File: config.mk
export PLATFORM = sky130hd
export DESIGN_NAME = pwr_mode_seq
export DESIGN_NICKNAME = d
export VERILOG_FILES = /design/src/rtl/pms_pkg.sv /design/src/rtl/pms_tick_count.sv /design/src/rtl/pms_mode_fsm.sv /design/src/rtl/pms_ovr_watchdog.sv /design/src/rtl/pwr_mode_seq.sv
export SDC_FILE = /design/constraint.sdc
export NUM_CORES = 1
export LEC_CHECK = 0
export BUFFER_PORTS_ARGS = -buffer_cell sky130_fd_sc_hd__buf_2
export CAP_MARGIN = 0
export CORE_MARGIN = 3
export CORE_UTILIZATION = 54
export DETAILED_ROUTE_END_ITERATION = 10
export GPL_TIMING_DRIVEN = 0
export PLACE_DENSITY = 0.86
export SETUP_SLACK_MARGIN = 0.05
export SYNTH_ARGS = -nofsm -noshare
export SYNTH_HDL_FRONTEND = slang
export SYNTH_HIERARCHICAL = 1
export SYNTH_SLANG_ARGS = --single-unit
File: constraint.sdc
create_clock -name clk -period 4.2 [get_ports clk]
set_clock_uncertainty 0.05 [all_clocks]
set_input_delay 0.84 -clock clk [delete_from_list [all_inputs] [get_ports clk]]
set_output_delay 0.84 -clock clk [all_outputs]
set_load 0.02 [all_outputs]
File: src/rtl/pms_pkg.sv
package pms_pkg;
  typedef enum logic [1:0] {
    PM_NORMAL = 2'd0,
    PM_IDLE   = 2'd1,
    PM_DOZE   = 2'd2,
    PM_SLEEP  = 2'd3
  } pmode_t;
endpackage

File: src/rtl/pms_tick_count.sv
// Counts time-base ticks up to a limit. done pulses on the tick that reaches it.
module pms_tick_count #(
  parameter int W = 10
) (
  input  logic         clk,
  input  logic         rst_n,
  input  logic         clr,
  input  logic         tick,
  input  logic [W-1:0] limit,
  output logic         done
);
  logic [W-1:0] cnt;
  logic         reach;

  // A limit of 0 is reached on the first tick, just as a limit of 1 is.
  assign reach = ({1'b0, cnt} + {{W{1'b0}}, 1'b1}) >= {1'b0, limit};
  assign done  = tick & ~clr & reach;

  always_ff @(posedge clk or negedge rst_n) begin
    if (!rst_n) begin
      cnt <= '0;
    end else if (clr) begin
      cnt <= '0;
    end else if (tick) begin
      cnt <= reach ? '0 : cnt + W'(1);
    end
  end
endmodule

File: src/rtl/pms_mode_fsm.sv
// Steps down through the power modes while no current is measured.
module pms_mode_fsm
  import pms_pkg::*;
#(
  parameter int TW = 10
) (
  input  logic          clk,
  input  logic          rst_n,
  input  logic          tick,
  input  logic          cur_seen,
  input  logic          wake,
  input  logic [TW-1:0] idle_time,
  input  logic [TW-1:0] doze_time,
  input  logic [TW-1:0] sleep_time,
  output pmode_t        mode_q
);
  pmode_t        mode_d;
  logic          clr;
  logic          done;
  logic [TW-1:0] lim;

  always_comb begin
    mode_d = mode_q;
    clr    = 1'b0;
    lim    = idle_time;
    unique case (mode_q)
      PM_NORMAL: begin
        lim = idle_time;
        clr = cur_seen;
        if (done) mode_d = PM_IDLE;
      end
      PM_IDLE: begin
        lim = doze_time;
        clr = cur_seen;
        if (cur_seen)  mode_d = PM_NORMAL;
        else if (done) mode_d = PM_DOZE;
      end
      PM_DOZE: begin
        lim = sleep_time;
        clr = cur_seen;
        if (cur_seen)  mode_d = PM_NORMAL;
        else if (done) mode_d = PM_SLEEP;
      end
      PM_SLEEP: begin
        clr = 1'b1;
        if (wake) mode_d = PM_NORMAL;
      end
      default: mode_d = PM_NORMAL;
    endcase
  end

  // The counter clears itself on done, so each entry starts from zero.
  pms_tick_count #(.W(TW)) u_dwell (
    .clk   (clk),
    .rst_n (rst_n),
    .clr   (clr),
    .tick  (tick),
    .limit (lim),
    .done  (done)
  );

  always_ff @(posedge clk or negedge rst_n) begin
    if (!rst_n) mode_q <= PM_NORMAL;
    else        mode_q <= mode_d;
  end
endmodule

File: src/rtl/pms_ovr_watchdog.sv
// Supervises host override sessions. Expiry latches the FETs off.
module pms_ovr_watchdog #(
  parameter int WD_TICKS = 8
) (
  input  logic clk,
  input  logic rst_n,
  input  logic tick,
  input  logic ovr_active,
  input  logic byte_ok,
  input  logic cmd_ok,
  output logic fets_off,
  output logic wd_expired
);
  localparam int WDW = $clog2(WD_TICKS + 1);

  logic clr;
  logic trip;

  // The count is held at zero while idle, on reload, and while tripped.
  assign clr = ~ovr_active | byte_ok | cmd_ok | fets_off;

  pms_tick_count #(.W(WDW)) u_wd (
    .clk   (clk),
    .rst_n (rst_n),
    .clr   (clr),
    .tick  (tick),
    .limit (WDW'(WD_TICKS)),
    .done  (trip)
  );

  always_ff @(posedge clk or negedge rst_n) begin
    if (!rst_n) begin
      fets_off   <= 1'b0;
      wd_expired <= 1'b0;
    end else begin
      if (cmd_ok)    fets_off <= 1'b0;
      else if (trip) fets_off <= 1'b1;

      if (cmd_ok || !ovr_active) wd_expired <= 1'b0;
      else if (trip)             wd_expired <= 1'b1;
    end
  end
endmodule

File: src/rtl/pwr_mode_seq.sv
module pwr_mode_seq
  import pms_pkg::*;
#(
  parameter int TW       = 10,
  parameter int WD_TICKS = 8
) (
  input  logic          clk,
  input  logic          rst_n,
  input  logic          tick,
  input  logic          cur_seen,
  input  logic          wake,
  input  logic [TW-1:0] idle_time,
  input  logic [TW-1:0] doze_time,
  input  logic [TW-1:0] sleep_time,
  input  logic          ovr_active,
  input  logic          byte_ok,
  input  logic          cmd_ok,
  output logic [1:0]    mode,
  output logic          fets_off,
  output logic          wd_expired
);
  pmode_t mode_q;

  pms_mode_fsm #(.TW(TW)) u_fsm (
    .clk        (clk),
    .rst_n      (rst_n),
    .tick       (tick),
    .cur_seen   (cur_seen),
    .wake       (wake),
    .idle_time  (idle_time),
    .doze_time  (doze_time),
    .sleep_time (sleep_time),
    .mode_q     (mode_q)
  );

  pms_ovr_watchdog #(.WD_TICKS(WD_TICKS)) u_wdog (
    .clk        (clk),
    .rst_n      (rst_n),
    .tick       (tick),
    .ovr_active (ovr_active),
    .byte_ok    (byte_ok),
    .cmd_ok     (cmd_ok),
    .fets_off   (fets_off),
    .wd_expired (wd_expired)
  );

  assign mode = mode_q;
endmodule

==> impl_metrics.csv <==
group,metric,value,unit
timing,hold_violations,0,
detailed_routing,vias_per_cell,5.26,
detailed_routing,drtIter0Drc,54,
logic_synthesis,ys.flop_type,"dfrtp_1",
logic_synthesis,synth_compound_area_share,27.8,%
logic_synthesis,synthMuxAreaShare,0.644,%
timing,finalSetupTns,0,ns
setup_path,cp-start-kind,"flip-flop",
detailed_routing,dr_wl_met2,1750,µm
global_routing,grt_max_degree,19,
die,die_h,62.9,µm
cts,numClockSinks,18,
detailed_routing,drt-total-wl,3510,µm
timing,fin_crit_sh,84.7,%
detailed_routing,ant_nets,0,
global_routing,grt_pass1_wl,6150,µm
setup_path,crit_required,4.32,ns
finish,regArea,450,µm²
die,std_cell_rows,20,
detailed_routing,wl_met3,191,µm
placement,hpwl,2900,µm
finish,final_util,66.7,%
global_routing,track_usage,18.7,%
power,p_total,618,µW
cts,clk_path_buf_depth,2,
timing,drv_slew,0,
logic_synthesis,yosysSeqAreaShare,25.8,%
logic_synthesis,synth_top_family_by_area,"compound AO/OA/AOI/OAI gates",
cts,clkTransAtPathRegs,0.10,ns
finish,area_delta_synth_final,17.4,%
finish,final_common_cell,"buf_2",
logic_synthesis,synth-edff-count,0,
setup_path,end_kind,"flip-flop",
finish,multi_input_area,1190,µm²
finish,drive_gt1_share,23.7,%
cts,cts-resized-gates,0,
timing,finalSetupViolCount,0,
logic_synthesis,synthCells,202,
finish,fin_nets,309,
cts,h-tree-depth,1,
detailed_routing,dr.pass1.iters,6,
logic_synthesis,syn_area,1750,µm²
die,core-area,3080,µm²
logic_synthesis,synth_seq_cells,18,
cts,cts_buffers,3,
detailed_routing,drc,0,
finish,insertedDiodeCount,0,
cts,cts_setup_buffers,0,
logic_synthesis,yosys.area_share.xor_xnor,5.01,%
detailed_routing,top_layer_used,"met4",
timing,timing.final.crit_period,3.56,ns
die,io_pins,42,
setup_path,critPathMaxFanout,10,
die,die_w,62.9,µm
detailed_routing,wl_per_cell,12.0,µm
logic_synthesis,yosysWarningCount,6,
power,p_per_area,301,nW/µm²
power,leakage,0.00110,µW
detailed_routing,wl_met1,1560,µm
cts,cts.hold.buffers_added,0,
logic_synthesis,syn_avg_cell_area,8.66,µm²
timing,setup_slack,0.642,ns
die,dieArea,3960,µm²
global_routing,antenna_found_initial,0,
detailed_routing,vias,1540,
logic_synthesis,synth-simple-area-share,18.9,%
cts,cts_tree,"done",
cts,clk-insertion-delay-late,0.29,ns
global_routing,first_global_vias,1461,
placement,portBuffers,41,
global_routing,grt_overflow,0,
setup_path,rrSetupSlack,0.64,ns
logic_synthesis,yosysUniqueCellTypes,45,
finish,n_fill_cell,269,
power,ir_drop,0.209,mV
placement,routabilityCongestion,0.865,
placement,post-place-ws,0.642,ns
timing,rsz0062_at_grt,"no",
die,start_util,56.8,%
min_path,hold_class,"primary input to async pin",
logic_synthesis,synthArstFlopShare,100,%
timing,fmax,281,MHz
status,status,"completed",
run,maxCapViolCount,0,
cts,root_buffer,"clkbuf_4",
setup_path,cp_data_arrival_time,3.68,ns
finish,final_cell_mix,"buf_2 (42), inv_1 (24), ha_1 (21)",
setup_path,crit_type,"flip-flop to flip-flop",
logic_synthesis,synthAdderAreaFrac,15.0,%
## path summary, 6_finish.rpt
| kind | start | to | depth (start not counted) |
|---|---|---|---|
| worst max-delay path | u_fsm/mode_q[0] | u_fsm/mode_q[0] | 15 |
| worst min-delay path | rst_n | u_fsm/u_dwell/cnt[2] | 1 |
| worst max register to register | u_fsm/mode_q[0] | u_fsm/mode_q[0] | 15 |
| worst min register to register | u_wdog/wd_expired | u_wdog/wd_expired | 2 |
| max in group asynchronous | rst_n | u_fsm/u_dwell/cnt[8] | 1 |
| min in group clk | u_wdog/wd_expired | u_wdog/wd_expired | 2 |
## per-layer routing
layer,vias up,track usage (%)
li1,812,-
met3,2,2.70
met1,687,22.1
met5,-,0
met2,39,34.5
met4,0,5.51
## flip-flops by register name, indices dropped and copies added, names as in the netlist
register,cells
u_fsm/u_dwell/cnt,10
u_wdog/u_wd/cnt,4
u_fsm/mode_q,2
u_wdog/fets_off,1
u_wdog/wd_expired,1
## metrics by stage
stage,cell area [µm²],cells,hold WS [ns]
after floorplan,1760,204,0.432
after global placement,2020,289,0.419
after detailed placement,2020,289,0.425
after CTS,2050,293,0.419
after global routing,2050,293,0.422
final,2050,293,0.413
## worst max-delay path, cell delays in order, from the launching register on
cell and delay [ns]:
dfrtp_1 0.44, inv_1 0.13, ha_1 0.32, clkbuf_1 0.33, nor2_1 0.09, a21oi_1 0.13, inv_1 0.06, ha_1 0.27
nand2_1 0.04, o21ai_0 0.21, a41oi_2 0.17, o21a_2 0.30, a21boi_0 0.35, inv_1 0.15, a2111oi_4 0.32, a211oi_2 0.07
## cell type report
| cell class | instances | area share [%] |
|---|---|---|
| multi-input combinational | 156 | 58.1 |
| sequential | 18 | 21.9 |
| timing repair buffer | 41 | 9.99 |
| inverter | 24 | 4.39 |
| tap | 44 | 2.68 |
| clock buffer | 4 | 1.77 |
| buffer | 6 | 1.16 |
## synthesized netlist by cell type, types with 3 or more instances
library cell	count	area (µm²)
a21oi_1	16	80.1
a22oi_1	10	75.1
a41o_1	7	70.1
clkbuf_1	5	18.8
dfrtp_1	18	450
ha_1	21	263
inv_1	24	90.1
nand2_1	10	37.5
nand2b_1	5	31.3
nand3_1	4	20.0
nor2_1	20	75.1
nor2b_1	4	25.0
nor3_1	3	15.0
nor3b_1	5	37.5
o21ai_0	4	20.0
o21ai_1	5	25.0
xnor2_1	5	43.8
xor2_1	5	43.8
## kinds of logic (layout without fill, tap and decap cells)
logic type | after synthesis | count (layout)
adders and majority gates | 21 | 21
xor gates and xnor gates | 10 | 10
other | 2 | 4
buffers and inverters | 30 | 75
AOI/OAI and AO/OA | 59 | 59
DFF | 18 | 18
muxes | 1 | 1
and+or+nand+nor | 61 | 61
## power breakdown
| part | internal [µW] | switching (µW) |
|---|---|---|
| clock | 52.8 | 52.0 |
| combinational | 134 | 186 |
| sequential | 181 | 11.5 |
(Power assumes the default switching activity.)
